### src/rtl/anpc_leg_pkg.sv
package anpc_leg_pkg;

  localparam int NUM_SW    = 6;
  localparam int MAX_STEPS = 4;
  localparam int STEP_W    = $clog2(MAX_STEPS);
  localparam int LEN_W     = $clog2(MAX_STEPS + 1);

  typedef logic [NUM_SW-1:0] gateWord_t;

  typedef enum logic [2:0] {
    ST_POS = 3'd0,
    ST_UP1 = 3'd1,
    ST_UP2 = 3'd2,
    ST_LO1 = 3'd3,
    ST_LO2 = 3'd4,
    ST_NEG = 3'd5,
    ST_NEU = 3'd6,
    ST_RSV = 3'd7
  } legState_e;

  // one commutation path between a rail and a neutral variant
  typedef struct packed {
    legState_e rail;
    legState_e neu;
    logic      toNeu;
  } legPlan_t;

  // strobes from control to datapath
  typedef struct packed {
    logic       loadGate;
    gateWord_t  gateVal;
    logic       loadState;
    legState_e  stateVal;
  } pathCmd_t;

  localparam gateWord_t FORBID_MASK = 6'b110110;

  function automatic gateWord_t statePattern(legState_e s);
    case (s)
      ST_POS:  return 6'b100011;
      ST_UP1:  return 6'b011010;
      ST_UP2:  return 6'b010010;
      ST_LO1:  return 6'b100101;
      ST_LO2:  return 6'b100100;
      ST_NEG:  return 6'b011100;
      default: return '0;
    endcase
  endfunction

  // swap S1/S4, S2/S3, S5/S6
  function automatic gateWord_t mirrorGate(gateWord_t g);
    return {g[4], g[5], g[0], g[1], g[2], g[3]};
  endfunction

  function automatic legState_e mirrorState(legState_e s);
    case (s)
      ST_POS:  return ST_NEG;
      ST_NEG:  return ST_POS;
      ST_UP1:  return ST_LO1;
      ST_LO1:  return ST_UP1;
      ST_UP2:  return ST_LO2;
      ST_LO2:  return ST_UP2;
      default: return s;
    endcase
  endfunction

  function automatic logic isRail(legState_e s);
    return (s == ST_POS) || (s == ST_NEG);
  endfunction

  function automatic logic isNeutral(legState_e s);
    return (s == ST_UP1) || (s == ST_UP2) || (s == ST_LO1) || (s == ST_LO2);
  endfunction

  function automatic legState_e neutralFromSel(logic [1:0] sel);
    case (sel)
      2'd0:    return ST_UP1;
      2'd1:    return ST_UP2;
      2'd2:    return ST_LO1;
      default: return ST_LO2;
    endcase
  endfunction

  function automatic legState_e viaRail(legState_e n);
    return ((n == ST_LO1) || (n == ST_UP2)) ? ST_POS : ST_NEG;
  endfunction

  // number of single-switch steps on the positive-side path
  function automatic logic [LEN_W-1:0] legLen(legState_e n);
    case (n)
      ST_UP1:  return LEN_W'(4);
      ST_LO1:  return LEN_W'(2);
      default: return LEN_W'(3);
    endcase
  endfunction

  // gate word after step k on the positive-side path (bit0 = S1)
  function automatic gateWord_t legWord(legState_e n, logic toNeu, logic [STEP_W-1:0] k);
    gateWord_t w;
    w = statePattern(ST_POS);
    if (toNeu) begin
      case (n)
        ST_UP1, ST_UP2:
          case (k)
            2'd0:    w = 6'b100010;
            2'd1:    w = 6'b000010;
            2'd2:    w = 6'b010010;
            default: w = 6'b011010;
          endcase
        ST_LO1:
          w = (k == 2'd0) ? 6'b100001 : 6'b100101;
        default:
          case (k)
            2'd0:    w = 6'b100010;
            2'd1:    w = 6'b100000;
            default: w = 6'b100100;
          endcase
      endcase
    end else begin
      case (n)
        ST_UP1:
          case (k)
            2'd0:    w = 6'b001010;
            2'd1:    w = 6'b001011;
            2'd2:    w = 6'b101011;
            default: w = 6'b100011;
          endcase
        ST_UP2:
          case (k)
            2'd0:    w = 6'b000010;
            2'd1:    w = 6'b000011;
            default: w = 6'b100011;
          endcase
        ST_LO1:
          w = (k == 2'd0) ? 6'b100001 : 6'b100011;
        default:
          case (k)
            2'd0:    w = 6'b100000;
            2'd1:    w = 6'b100010;
            default: w = 6'b100011;
          endcase
      endcase
    end
    return w;
  endfunction

endpackage

### src/rtl/anpc_gate_path.sv
module anpc_gate_path
  import anpc_leg_pkg::*;
(
  input  logic       clk,
  input  logic       rst_n,
  input  pathCmd_t   cmd,
  input  logic       busy,
  output gateWord_t  gateOut,
  output legState_e  stateOut
);

  gateWord_t gateReg;
  legState_e stateReg;

  always_ff @(posedge clk) begin
    if (!rst_n) begin
      gateReg  <= statePattern(ST_POS);
      stateReg <= ST_POS;
    end else begin
      if (cmd.loadGate)  gateReg  <= cmd.gateVal;
      if (cmd.loadState) stateReg <= cmd.stateVal;
    end
  end

  assign gateOut  = gateReg;
  assign stateOut = stateReg;


  no_forbidden_gate_chk: assert property (@(posedge clk) disable iff (!rst_n)
    (gateReg & FORBID_MASK) != FORBID_MASK);


  single_switch_step_chk: assert property (@(posedge clk) disable iff (!rst_n)
    (gateReg != $past(gateReg)) |-> ($countones(gateReg ^ $past(gateReg)) == 1));


  rest_pattern_match_chk: assert property (@(posedge clk) disable iff (!rst_n)
    !busy |-> (gateReg == statePattern(stateReg)));

endmodule

### src/rtl/anpc_seq_ctrl.sv
module anpc_seq_ctrl
  import anpc_leg_pkg::*;
#(
  parameter int DEAD_CYC = 4
) (
  input  logic        clk,
  input  logic        rst_n,
  input  logic        reqValid,
  input  logic [2:0]  reqState,
  input  logic [1:0]  neuSel,
  input  legState_e   curState,
  input  gateWord_t   gateObs,
  output pathCmd_t    cmd,
  output logic        busy
);

  localparam int DEAD_W = $clog2(DEAD_CYC + 1);
  localparam int GAP_W  = $clog2(DEAD_CYC + 2);

  typedef enum logic [1:0] {PH_IDLE, PH_STEP, PH_DEAD} ctrlPhase_e;

  ctrlPhase_e           phase;
  logic [STEP_W-1:0]    stepIdx;
  logic                 legSel;
  logic [DEAD_W-1:0]    deadCnt;
  legPlan_t             legA, legB;
  logic                 twoLegs;
  legState_e            finalSt;

  legState_e reqCode, tgtEff, viaR, selNeu;
  logic      planOk, acceptReq, planTwo;
  legPlan_t  planA, planB;

  // request decode and route planning
  always_comb begin
    reqCode = legState_e'(reqState);
    selNeu  = neutralFromSel(neuSel);
    tgtEff  = (reqCode == ST_NEU) ? selNeu : reqCode;
    planOk  = (reqCode != ST_RSV) && (tgtEff != curState);
    acceptReq = (phase == PH_IDLE) && reqValid && planOk;
    viaR    = viaRail(curState);

    planA.rail = ST_POS; planA.neu = ST_UP1; planA.toNeu = 1'b0;
    planB = planA;
    planTwo = 1'b0;
    if (isRail(curState) && isNeutral(tgtEff)) begin
      planA.rail = curState; planA.neu = tgtEff; planA.toNeu = 1'b1;
    end else if (isNeutral(curState) && isRail(tgtEff)) begin
      planA.rail = tgtEff; planA.neu = curState; planA.toNeu = 1'b0;
    end else if (isNeutral(curState)) begin
      planA.rail = viaR; planA.neu = curState; planA.toNeu = 1'b0;
      planB.rail = viaR; planB.neu = tgtEff;   planB.toNeu = 1'b1;
      planTwo = 1'b1;
    end else begin
      planA.rail = curState; planA.neu = selNeu; planA.toNeu = 1'b1;
      planB.rail = tgtEff;   planB.neu = selNeu; planB.toNeu = 1'b0;
      planTwo = 1'b1;
    end
  end

  // step word of the active leg, mirrored for the negative rail
  legPlan_t          legCur;
  legState_e         canonNeu;
  logic              onNeg;
  gateWord_t         rawWord, stepWord;
  logic [LEN_W-1:0]  curLen;
  logic              moreSteps, lastLeg;

  always_comb begin
    legCur    = legSel ? legB : legA;
    onNeg     = (legCur.rail == ST_NEG);
    canonNeu  = onNeg ? mirrorState(legCur.neu) : legCur.neu;
    rawWord   = legWord(canonNeu, legCur.toNeu, stepIdx);
    stepWord  = onNeg ? mirrorGate(rawWord) : rawWord;
    curLen    = legLen(canonNeu);
    moreSteps = (LEN_W'(stepIdx) + LEN_W'(1)) < curLen;
    lastLeg   = legSel || !twoLegs;
  end

  always_ff @(posedge clk) begin
    if (!rst_n) begin
      phase   <= PH_IDLE;
      stepIdx <= '0;
      legSel  <= 1'b0;
      deadCnt <= '0;
      legA    <= '0;
      legB    <= '0;
      twoLegs <= 1'b0;
      finalSt <= ST_POS;
    end else begin
      case (phase)
        PH_IDLE: if (acceptReq) begin
          legA    <= planA;
          legB    <= planB;
          twoLegs <= planTwo;
          finalSt <= tgtEff;
          stepIdx <= '0;
          legSel  <= 1'b0;
          phase   <= PH_STEP;
        end
        PH_STEP: begin
          deadCnt <= DEAD_W'(DEAD_CYC - 1);
          phase   <= PH_DEAD;
        end
        default: begin
          if (deadCnt != '0) begin
            deadCnt <= deadCnt - 1'b1;
          end else if (moreSteps) begin
            stepIdx <= stepIdx + 1'b1;
            phase   <= PH_STEP;
          end else if (!lastLeg) begin
            legSel  <= 1'b1;
            stepIdx <= '0;
            phase   <= PH_STEP;
          end else begin
            phase   <= PH_IDLE;
          end
        end
      endcase
    end
  end

  always_comb begin
    cmd.loadGate  = (phase == PH_STEP);
    cmd.gateVal   = stepWord;
    cmd.loadState = (phase == PH_DEAD) && (deadCnt == '0) && !moreSteps && lastLeg;
    cmd.stateVal  = finalSt;
  end

  assign busy = (phase != PH_IDLE);

  // gap counter between observed gate changes, for the dead-time check
  gateWord_t        gatePrev;
  logic [GAP_W-1:0] gapCnt;

  always_ff @(posedge clk) begin
    if (!rst_n) begin
      gatePrev <= statePattern(ST_POS);
      gapCnt   <= GAP_W'(DEAD_CYC + 1);
    end else begin
      gatePrev <= gateObs;
      if (gateObs != gatePrev)
        gapCnt <= GAP_W'(1);
      else if (gapCnt < GAP_W'(DEAD_CYC + 1))
        gapCnt <= gapCnt + 1'b1;
    end
  end


  dead_gap_chk: assert property (@(posedge clk) disable iff (!rst_n)
    (gateObs != gatePrev) |-> (gapCnt >= GAP_W'(DEAD_CYC + 1)));


  gate_only_after_step_chk: assert property (@(posedge clk) disable iff (!rst_n)
    (phase != PH_STEP) |=> $stable(gateObs));


  state_hold_while_busy_chk: assert property (@(posedge clk) disable iff (!rst_n)
    (phase == PH_STEP) |=> $stable(curState));

endmodule

### src/rtl/anpc_leg_sequencer.sv
module anpc_leg_sequencer
  import anpc_leg_pkg::*;
#(
  parameter int DEAD_CYC = 4
) (
  input  logic       clk,
  input  logic       rst_n,
  input  logic       reqValid,
  input  logic [2:0] reqState,
  input  logic [1:0] neuSel,
  output logic [5:0] gateOut,
  output logic [2:0] legState,
  output logic       busy
);

  pathCmd_t  pathCmd;
  gateWord_t gateW;
  legState_e stateW;

  anpc_seq_ctrl #(.DEAD_CYC(DEAD_CYC)) u_ctrl (
    .clk      (clk),
    .rst_n    (rst_n),
    .reqValid (reqValid),
    .reqState (reqState),
    .neuSel   (neuSel),
    .curState (stateW),
    .gateObs  (gateW),
    .cmd      (pathCmd),
    .busy     (busy)
  );

  anpc_gate_path u_path (
    .clk      (clk),
    .rst_n    (rst_n),
    .cmd      (pathCmd),
    .busy     (busy),
    .gateOut  (gateW),
    .stateOut (stateW)
  );

  assign gateOut  = gateW;
  assign legState = stateW;

endmodule

### config.mk
export PLATFORM = sky130hd
export DESIGN_NAME = anpc_leg_sequencer
export DESIGN_NICKNAME = d
export VERILOG_FILES = /design/src/rtl/anpc_leg_pkg.sv /design/src/rtl/anpc_gate_path.sv /design/src/rtl/anpc_seq_ctrl.sv /design/src/rtl/anpc_leg_sequencer.sv
export SDC_FILE = /design/constraint.sdc
export NUM_CORES = 1
export LEC_CHECK = 0
export ABC_CLOCK_PERIOD_IN_PS = 6500
export CAP_MARGIN = 20
export CORE_MARGIN = 8
export CORE_UTILIZATION = 40
export DETAILED_ROUTE_END_ITERATION = 12
export GPL_ROUTABILITY_DRIVEN = 0
export MAX_ROUTING_LAYER = met4
export PLACE_DENSITY = 0.69
export SLEW_MARGIN = 0
export SYNTH_ARGS = -nofsm -noshare
export SYNTH_HDL_FRONTEND = slang
export SYNTH_SLANG_ARGS = --single-unit
### constraint.sdc
create_clock -name clk -period 6.5 [get_ports clk]
set_input_delay 0.975 -clock clk [delete_from_list [all_inputs] [get_ports clk]]
set_output_delay 0.975 -clock clk [all_outputs]
set_load 0.02 [all_outputs]
# Word-level counts from Yosys, hierarchy flattened
# Cells that the tools add are included.
# W data, S select, Z words.
[op_classes]
order_cmp = 1
n_reduce_logical = 36
n_addsub = 3
muxes = 43
eq_ne = 34
bitwise = 2
[ops]
columns = ["operator", "count"]
rows = [
  ["$pmux W6 S3", 3],
  ["$mux W7", 7],
  ["$eq A3 B2 Y1 const B", 8],
  ["$eq A3 B3 Y1 const B", 8],
  ["$pmux W6 S2", 2],
  ["$pmux W3 S2", 3],
  ["$pmux W3 S6", 1],
  ["$mux W2", 8],
  ["$mux W3", 5],
  ["$eq A3 B1 Y1 const B", 4],
  ["$logic_not A3 Y1", 4],
  ["$mux W6", 2],
  ["$pmux W2 S2", 3],
  ["$logic_or A1 B1 Y1", 10],
  ["$pmux W3 S3", 1],
  ["$logic_and A1 B1 Y1", 8],
  ["$mux W1", 7],
  ["$eq A2 B1 Y1 const B", 3],
  ["$eq A2 B2 Y1 const B", 3],
  ["$logic_not A2 Y1", 3],
  ["$ne A3 B2 Y1 const B", 2],
  ["$reduce_and A2 Y1", 3],
  ["$reduce_and A5 Y1", 1],
  ["$ne A2 B1 Y1 const B", 2],
  ["other kinds (14)", 18],
]
[word_totals]
input_bits = 8
reg_bits = 35
out_inout_bits = 10

# Longest topological paths before layout
# Gate-level depths: netlist (run 1).
[logic_depth]
word_depth = 10
mapped_depth = 12
ltp_nobuf = 10

# Hierarchy
# A second synthesis (run 1) with hierarchy kept.
[unflattened]
cells_unflattened = 302
area_unflattened_um2 = 2536.2
[modules_own_cells]
columns = ["module", "area_per_inst_um2", "instances", "cells_each"]
rows = [
  ["anpc_seq_ctrl", 2205.9, 1, 274],
  ["anpc_gate_path", 330.3, 1, 28],
]

# Worst setup path before layout (run 1)
# Ideal clock, no wire load.
[synth_timing]
kind = "input to register"
startpoint = "input neuSel[0]"
endpoint = "register u_ctrl.legB[3] in the netlist's numbering"
path_slack_ns = 3.731
setup_time_ns = 0.061
n_path_buf = 1
arrival_ns = 2.709
required_ns = 6.439
stages = 9
cell_sequence = "inv_1 > ha_1 > or4_1 > a32oi_2 > a21oi_2 > o21ai_1 > and3_1 > buf_2 > a32o_1"
[synth_between]
elab_chain_len = 9
elab_cells_between_ends = 24
cone_classes = "8 x eq/ne; 5 x mux; 11 x reduce/logical"
[synth_rtl]
columns = ["element", "line", "text"]
rows = [
  ["start: declaration", "anpc_leg_sequencer.sv:10", "input logic [1:0] neuSel,"],
  ["$eq A2 B2 Y1, or another cell as far along", "anpc_leg_pkg.sv:76", "case (sel)"],
  ["$pmux W3 S3 *", "anpc_leg_pkg.sv:76", ""],
  ["$mux W3", "anpc_seq_ctrl.sv:38", "tgtEff = (reqCode == ST_NEU) ? selNeu : reqCode;"],
  ["$eq A3 B1 Y1 or $eq A3 B2 Y1 (tied branches)", "anpc_leg_pkg.sv:72", "return (s == ST_UP1) || (s == ST_UP2) || (s == ST_LO1) || (s == ST_LO2);"],
  ["$logic_or A1 B1 Y1 (3 in series)", "anpc_leg_pkg.sv:72", ""],
  ["$logic_and A1 B1 Y1", "anpc_seq_ctrl.sv:46", "if (isRail(curState) && isNeutral(tgtEff)) begin"],
  ["$mux W7", "anpc_seq_ctrl.sv:46", ""],
  ["end signal: assignment", "anpc_seq_ctrl.sv:94", "legB <= planB;"],
  ["end: declaration", "anpc_seq_ctrl.sv:26", "legPlan_t legA, legB;"],
]
# Mark *: on every way between the ends. The rest lies on a longest branch, timed or not.
# A chain may end at the register's enable or synchronous reset.

# Final worst setup path (run 1)
[layout_timing]
startpoint = "input neuSel[1]"
endpoint = "register u_ctrl.legB[3] in the netlist's numbering"
# Same word-level chain as after synthesis.

==> flow_summary.ini, run 1 <==
[outcome]
outcome = complete, no violations

[pwr]
p_leak_uw = 0.00104
powerDensity_nw_per_um2 = 239
power.total_uw = 650
peakVddDrop_mv = 0.136

[setup_path]
end_kind = flip-flop
r2r_cells = 10
crit_chain = clkdlybuf4s50_1 > inv_1 > ha_1 > inv_1 > a21bo_2 > xor2_1 > a31oi_4 > and3_1 > a32o_1
arrival_ps = 3600
cpMaxStageDelayCell = a31oi_4
critPathKind = in2reg
critPathTopFamily = compound AO/OA/AOI/OAI gates
crit_path_frequent_cell = inv_1
crit_required_ps = 6730
slowest_delay_ps = 630
crit_path_start = neuSel[1]
cp.depth = 9
cp-endpoint = u_ctrl.legB[3]$_SDFFE_PN0P_
start_kind = input pin
timing.rr.start = u_ctrl.legSel$_SDFFE_PN0P_
reg2reg_to = u_path.stateOut[0]$_SDFFE_PN0P_
rrSetupSlack_ps = 3480
crit_fanout = 27
cp_num_buf_inv = 3

[logic_synthesis]
postSynthAreaPerCell_um2 = 8.39
synth_commonest_cells = dfxtp_1 (35), nor2_1 (28), o21ai_0 (24)
synth_area_um2 = 2420
yosysTopAreaCell = dfxtp_1
synth_most_common_cell = dfxtp_1
ys_types = 67
synthesis.nets = 309
ys_seq_area_share_pct = 28.9
ys.warnings.count = 0
synth_top_area_share_pct = 28.9
async_flop_share_pct = 0
synth_enable_flop_cells = 0
yosys-top-cells-area = dfxtp_1 (29%), ha_1 (6.2%), o21ai_0 (5.0%)
synth_ff_type = dfxtp_1
synthCells = 289
yosys_register_bits = 35

[timing]
finalHoldViolCount = 0
clock-skew-final_ps = 10.7
tightest_slew_ps = 766
rsz0062_at_grt = no
finalSetupViolCount = 0
maxSlewHeadroom_pct = 48.8
setup_tns_ps = 0
fmax_ghz = 0.297
fin_crit_sh_pct = 51.8
maxSlewViolCount = 0
min_period_ps = 3370

[cells_and_area]
antennaDiodeCount = 0
syn2layout_area_growth_pct = 12.3
final_cells = 373
drive_above_1_share_pct = 9.73
fin_nets = 317
stdcell_area_um2 = 2720
postLayoutCoreUtil_pct = 46.3

[die]
io-pin-count = 18
fp.dieH_um = 93.8
die_area_um2 = 8810
start_util_pct = 41.2
rows = 28
core_area_um2 = 5890
die_w_um = 93.8

[clock_tree]
ctsLongestPathBuffers = 2
clock_latency_ps = 290
cts_resized = 0
post_cts_buffers = 0
root_buffer = clkbuf_8
cts_tree = yes
h-tree-depth = 2
cts.sink_count = 35
cts_buffers = 5
hold_buffers = 0
path_clk_slew_ps = 80

[detailed_routing]
drt_first_pass_iters = 4
drtAntennaViolNets = 0
drtIter0Drc = 91
wl_per_cell_um = 14.7
wl_um = 5470
via_per_inst = 5.71
drc_errors = 0
vias = 2129

[placement]
io_buffers = 17
dp_cells = 365
hpwl_um = 4110
place_area_um2 = 2610

[global_route]
grt_antenna_before_repair = 0
grt_usage_pct = 13.4
overflow = 0
first_global_vias = 1999
grt_start_max_net_pins = 28
grt_pass1_wl_um = 9570

[run]
cap_violations = 0

[hold_path]
min_path_type = reg2reg
-- sequential cells by signal, summed over array words and instances, names as in the netlist --
register	cells
u_ctrl.stepIdx	2
u_ctrl.legB	7
u_ctrl.twoLegs	1
u_ctrl.phase	2
u_ctrl.finalSt	3
u_ctrl.legSel	1
u_path.stateOut	3
u_ctrl.legA	7
u_ctrl.deadCnt	3
u_path.gateOut	6
-- per-stage QoR --
step	hold WS (ps)	setup slack [ps]
finish	479	3130
global route	496	2950
CTS	483	3150
detailed placement	469	2850
global placement	451	2960
floorplan	449	3730
-- kinds of logic after synthesis --
logic type / share of synthesized area, %
AOI/OAI and AO/OA: 25.3
adders and majority gates: 6.19
xor gates and xnor gates: 2.53
and+or+nand+nor: 24.4
buffers and inverters: 5.37
DFF: 28.9
muxes: 7.28
-- how the worst min path moves through the flow --
stage                                         startpoint                        endpoint  cells past startpoint
final                     u_path.gateOut[0]$_SDFFE_PN1P_  u_path.gateOut[0]$_SDFFE_PN1P_                      2
after global routing      u_ctrl.finalSt[1]$_SDFFE_PN0P_  u_ctrl.finalSt[1]$_SDFFE_PN0P_                      2
after CTS                 u_ctrl.finalSt[1]$_SDFFE_PN0P_  u_ctrl.finalSt[1]$_SDFFE_PN0P_                      2
after detailed placement  u_ctrl.finalSt[1]$_SDFFE_PN0P_  u_ctrl.finalSt[1]$_SDFFE_PN0P_                      2
after global placement    u_path.gateOut[0]$_SDFFE_PN1P_  u_path.gateOut[0]$_SDFFE_PN1P_                      2
after floorplan           u_ctrl.finalSt[1]$_SDFFE_PN0P_  u_ctrl.finalSt[1]$_SDFFE_PN0P_                      2
-- worst register-to-register path, stage by stage, from the launching register on --
cell	delay [ps]
dfxtp_1	700
mux2i_2	420
nor3_2	140
nor3_4	260
inv_1	70
ha_1	310
a21o_1	130
a31oi_2	60
or4_4	590
mux2i_1	170
nor2_1	50
-- routing by layer --
metal | vias to the layer above | global-route usage [%] | wire length (um) | share of wire (%)
met5 | - | - | 0 | 0
met4 | 0 | 3.43 | 38 | 0.70
met3 | 4 | 2.16 | 192 | 3.5
met2 | 46 | 22.2 | 2600 | 48
met1 | 988 | 16.6 | 2640 | 48
li1 | 1091 | - | - | -
-- layout make-up --
cell class	instances	area (um2)
clock buffer	5	68.8
clock inverter	3	47.5
fill	583	3160
inverter	13	48.8
multi-input combinational	225	1590
sequential	35	701
tap	75	93.8
timing repair buffer	17	170
-- cell usage in the layout, fill, tap and decap left out, drive strengths merged, types with 8 or more instances in the layout --
cell type | Yosys | final
dfxtp | 35 | 35
nand2 | 20 | 20
nor3 | 12 | 12
a21oi | 9 | 9
nor2 | 29 | 29
ha | 12 | 12
o21ai | 26 | 26
nand2b | 8 | 8
clkdlybuf4s50 | 0 | 17
inv | 13 | 14
mux2i | 12 | 12
-- power breakdown --
part	switching (uW)	internal, uW
Clock	85.5	116
Sequential	16.9	236
Combinational	114	80.3
Note: power is estimated with default switching activity, not from simulation.
==> run 2: changes to the inputs <==
ABC_CLOCK_PERIOD_IN_PS = 3000   (was 6500)
PLACE_DENSITY = 0.71   (was 0.69)
clock period = 3 ns   (was 6.5 ns; I/O delays follow)
==> run 2 against run 1 <==
  * Hold slack got worse by 2.3 ps
  * Cell count rose by 3.2%
  * First-iteration DRC count up 30%
  * Largest power group unchanged
==> flow_summary.ini, run 2 (synthesis results as in run 1) <==
[pwr]
p_leak_uw = 0.00110
powerDensity_nw_per_um2 = 513
peakVddDrop_mv = 0.286

[clock_tree]
clock_latency_ps = 300
cts_buffers = 5
cts.sink_count = 35
hold_buffers = 0
h-tree-depth = 2
post_cts_buffers = 0
path_clk_slew_ps = 90
root_buffer = clkbuf_8
ctsLongestPathBuffers = 2
cts_tree = yes
cts_resized = 0

[cells_and_area]
layout_common_cells = dfxtp_1 (35), nor2_1 (28), o21ai_0 (24), nand2_1 (20), clkdlybuf4s50_1 (17)
fin_nets = 329
layout_commonest_cell = dfxtp_1
multi_input_area_um2 = 1590
nFillCells = 580
drive_above_1_share_pct = 13.2
antennaDiodeCount = 0
syn2layout_area_growth_pct = 16.1
seqCellArea_um2 = 701

[timing]
finalSetupViolCount = 0
final.hold.worst_slack_ps = 477
maxSlewViolCount = 0
tightest_slew_ps = 706
clock-skew-final_ps = 9.93
finalHoldViolCount = 0
maxSlewHeadroom_pct = 52.6
fmax_ghz = 0.362
min_period_ps = 2760
fin_crit_sh_pct = 92.1
setup_tns_ps = 0
rsz0062_at_grt = no

[placement]
io_buffers = 17
hpwl_um = 4180

[setup_path]
slowest_delay_ps = 570
crit_path_start = u_ctrl.legSel$_SDFFE_PN0P_
critPathKind = reg2reg
cpMaxStageDelayCell = or4_4
rrSetupSlack_ps = 240
crit_chain = mux2i_2 > nor3_2 > nor3_4 > inv_1 > ha_1 > a21o_1 > a31oi_2 > or4_4 > mux2i_1 > nor2_1
crit_fanout = 8
start_kind = flip-flop
crit_required_ps = 3170
end_kind = flip-flop
timing.rr.start = u_ctrl.legSel$_SDFFE_PN0P_
arrival_ps = 2940

[die]
io-pin-count = 18
die_area_um2 = 8810
core_area_um2 = 5890
rows = 28
start_util_pct = 41.2
die_w_um = 93.8
fp.dieH_um = 93.8

[detailed_routing]
vias = 2220
drtIter0Drc = 118
drc_errors = 0
wl_per_cell_um = 14.5
via_per_inst = 5.77
wl_um = 5600
drt_first_pass_iters = 4
drtAntennaViolNets = 0

[hold_path]
min_path_type = reg2reg
min_from = u_ctrl.finalSt[1]$_SDFFE_PN0P_

[outcome]
outcome = complete, no violations

[global_route]
first_global_vias = 2116
grt_start_max_net_pins = 21
overflow = 0
grt_usage_pct = 13.6
grt_pass1_wl_um = 9720
grt_antenna_before_repair = 0

[run]
cap_violations = 0
run 2: path summary, 6_finish.rpt:
check | to | depth (start not counted)
setup / recovery | u_path.stateOut[1]$_SDFFE_PN0P_ | 10
hold / removal | u_ctrl.finalSt[1]$_SDFFE_PN0P_ | 2
setup reg to reg | u_path.stateOut[1]$_SDFFE_PN0P_ | 10
hold reg to reg | u_ctrl.finalSt[1]$_SDFFE_PN0P_ | 2
run 2: routing by layer:
metal | routed length (um) | part of all wire [%] | vias to the layer above | track usage (%)
met5 | 0 | 0 | - | -
met2 | 2640 | 47 | 52 | 22.2
met1 | 2630 | 47 | 1040 | 16.1
met4 | 87 | 1.6 | 0 | 4.36
li1 | - | - | 1117 | -
met3 | 247 | 4.4 | 11 | 3.36
run 2: through the flow:
step	total power (uW)	instance area, um2	setup WS [ps]	std cells	util [%]
after floorplan	870	2420	328	289	-
after global placement	992	2700	169	377	45.8
after detailed placement	1000	2700	127	377	45.8
after CTS	1450	2810	223	385	47.8
after global routing	1530	2810	6.36	385	47.8
final	1440	2810	237	385	47.8
run 2: area by class of cell:
class | instances | area share [%]
clock inverters | 3 | 1.69
clock buffers | 5 | 2.45
inverters | 13 | 1.73
flip-flops and latches | 35 | 24.9
multi-input cells | 225 | 56.6
well taps | 75 | 3.34
repair buffers | 29 | 9.25
run 2: report_power, final:
part / switching (uW) / internal, uW / leakage, uW
Combinational: 250 / 194 / 0.000757
Sequential: 38.8 / 512 / 0.000286
Clock: 196 / 252 / 0.0000587
Total: 485 / 958 / 0.00110
run 2: critical path, delay by kind of cell (launching register included):
family / cells / cell delay, ps
buffers and inverters: 1 / 70
and+or+nand+nor: 4 / 1010
AOI/OAI and AO/OA: 2 / 170
DFF: 1 / 530
muxes: 2 / 550
adders and majority gates: 1 / 310
==> run 3: changes to the inputs <==
ABC_AREA = 1   (was unset)
CORE_MARGIN = 5   (was 8)
PLACE_DENSITY = 0.72   (was 0.71)
SLEW_MARGIN = 20   (was 0)
==> run 3 against run 2 <==
  * Hold slack worse by 11 ps
  * Sequential share of layout area up 2.8 points
  * Maximum frequency up 4.6%
  * Die area down 20%
  * Final area down 10%
  * Sequential power up 18%
  * Register-to-register slack better by 120 ps
  * Critical path type unchanged
  * Critical endpoint is now u_path.stateOut[2]$_SDFFE_PN0P_
  * Highest routed layer unchanged
==> flow_summary.ini, run 3 <==
[hold_path]
min_path_cells = 2
min_from = u_ctrl.legB[6]$_SDFFE_PN0P_
min_to = u_ctrl.legB[6]$_SDFFE_PN0P_
min_path_type = reg2reg

[logic_synthesis]
synth_enable_flop_cells = 0
ys_types = 34
synth_commonest_cells = nand2_1 (72), inv_1 (38), dfxtp_1 (35)
yosysTopAreaCell = dfxtp_1
synthCells = 320
synth_area_um2 = 2190
ys_seq_area_share_pct = 32.0
yosys-top-cells-area = dfxtp_1 (32%), nand2_1 (12%), a21oi_1 (7.5%)
synth_ff_type = dfxtp_1
synth_most_common_cell = nand2_1
synthesis.nets = 340
synth_top_area_share_pct = 32.0
ys.warnings.count = 0
async_flop_share_pct = 0
yosys_register_bits = 35
postSynthAreaPerCell_um2 = 6.84

[cells_and_area]
layout_commonest_cell = nand2_1
syn2layout_area_growth_pct = 15.5
layout_common_cells = nand2_1 (72), inv_1 (38), dfxtp_1 (35), a21oi_1 (33), nor2_1 (26)
fin_nets = 359
postLayoutCoreUtil_pct = 46.8
stdcell_area_um2 = 2530
drive_above_1_share_pct = 10.3
antennaDiodeCount = 0

[timing]
fin_crit_sh_pct = 88.0
clock-skew-final_ps = 7.90
finalSetupViolCount = 0
maxSlewHeadroom_pct = 48.8
maxSlewViolCount = 0
rsz0062_at_grt = no
finalHoldViolCount = 0
setup_slack_ps = 359
setup_tns_ps = 0
fmax_ghz = 0.379
tightest_slew_ps = 765
min_period_ps = 2640

[clock_tree]
cts_buffers = 5
cts.sink_count = 35
path_clk_slew_ps = 70
h-tree-depth = 2
clock_latency_ps = 290
cts_tree = yes
root_buffer = clkbuf_8
post_cts_buffers = 0
hold_buffers = 0
ctsLongestPathBuffers = 2
cts_resized = 0

[detailed_routing]
drtAntennaViolNets = 0
via_per_inst = 5.07
wl_um = 4870
drc_errors = 0
drtIter0Drc = 115
drt_first_pass_iters = 5
wl_per_cell_um = 11.8
vias = 2089

[die]
rows = 27
die_w_um = 84.0
fp.dieH_um = 84.0
die_area_um2 = 7050
start_util_pct = 40.5
core_area_um2 = 5410
io-pin-count = 18

[global_route]
busiest_layer = met2
gr-usage-met3_pct = 2.67
use_met2_pct = 23.9
grt_antenna_before_repair = 0
grt_usage_pct = 14.5
first_global_vias = 1944
grtUsageMet1_pct = 17.8
grt_pass1_wl_um = 8330
grt_start_max_net_pins = 27
overflow = 0

[run]
cap_violations = 0

[placement]
place_area_um2 = 2430
hpwl_um = 3720
io_buffers = 17
pre_cts_ws_ps = 244

[setup_path]
start_kind = flip-flop
arrival_ps = 2810
rrSetupSlack_ps = 360
crit_required_ps = 3170
crit_fanout = 12
critPathKind = reg2reg
end_kind = flip-flop
crit_path_start = u_ctrl.legSel$_SDFFE_PN0P_
timing.rr.start = u_ctrl.legSel$_SDFFE_PN0P_
reg2reg_to = u_path.stateOut[2]$_SDFFE_PN0P_
r2r_cells = 15

[outcome]
outcome = complete, no violations

[pwr]
powerDensity_nw_per_um2 = 826
peakVddDrop_mv = 0.348
p_leak_uw = 0.00111
power.total_uw = 2090
==> run 3: cell type report <==
cell class / instances / area, um2
Multi-Input combinational cell: 234 / 1290
Inverter: 44 / 165
Sequential cell: 35 / 701
Timing Repair Buffer: 19 / 185
Clock buffer: 8 / 100
Fill cell: 569 / 2880
Tap cell: 72 / 90.1
==> run 3: worst max path at each step <==
stage	slack [ps]	depth (start not counted)	end
finish	360	15	u_path.stateOut[2]$_SDFFE_PN0P_
global route	50	15	u_path.stateOut[1]$_SDFFE_PN0P_
CTS	310	15	u_path.stateOut[2]$_SDFFE_PN0P_
detailed placement	240	12	u_ctrl.legB[4]$_SDFFE_PN0P_
global placement	370	12	u_ctrl.legB[4]$_SDFFE_PN0P_
floorplan	860	14	u_ctrl.stepIdx[0]$_SDFFE_PN0P_
==> run 3: critical path, stage by stage (launching register included) <==
cell and delay (ps):
dfxtp_1 480, inv_2 140, nor2_2 90, nand2_1 60, nand2_2 220, nand2_1 100
nand2_2 120, nand2_2 100, nand3_4 100, inv_1 50, ha_1 270, nand3_1 90
a21boi_1 180, nand3_1 210, o21ai_0 240, a21oi_1 60
==> run 3: metrics by stage <==
stage / cells / hold WS [ps]
2_1_floorplan: 320 / 436
3_3_place_gp: 404 / 450
3_5_place_dp: 404 / 456
4_1_cts: 412 / 467
5_1_grt: 412 / 484
6_report: 412 / 466
==> run 3: per-layer routing <==
metal / up-vias / routed length (um)
met5: - / 0
met4: 0 / 70
met3: 8 / 159
met2: 36 / 2300
met1: 950 / 2340
li1: 1095 / -
==> run 3: kinds of logic (layout without fill, tap and decap cells) <==
| logic type | count (synthesis) | after routing | share of synthesized area (%) |
|---|---|---|---|
| DFF | 35 | 35 | 32.0 |
| xor gates and xnor gates | 3 | 3 | 1.20 |
| and+or+nand+nor | 150 | 150 | 32.3 |
| AOI/OAI and AO/OA | 69 | 69 | 18.5 |
| adders and majority gates | 12 | 12 | 6.86 |
| buffers and inverters | 51 | 71 | 9.20 |
==> run 3: power by group <==
part / internal [uW] / switching (uW)
registers: 574 / 76.1
logic: 373 / 691
clock network: 210 / 165
total: 1160 / 932
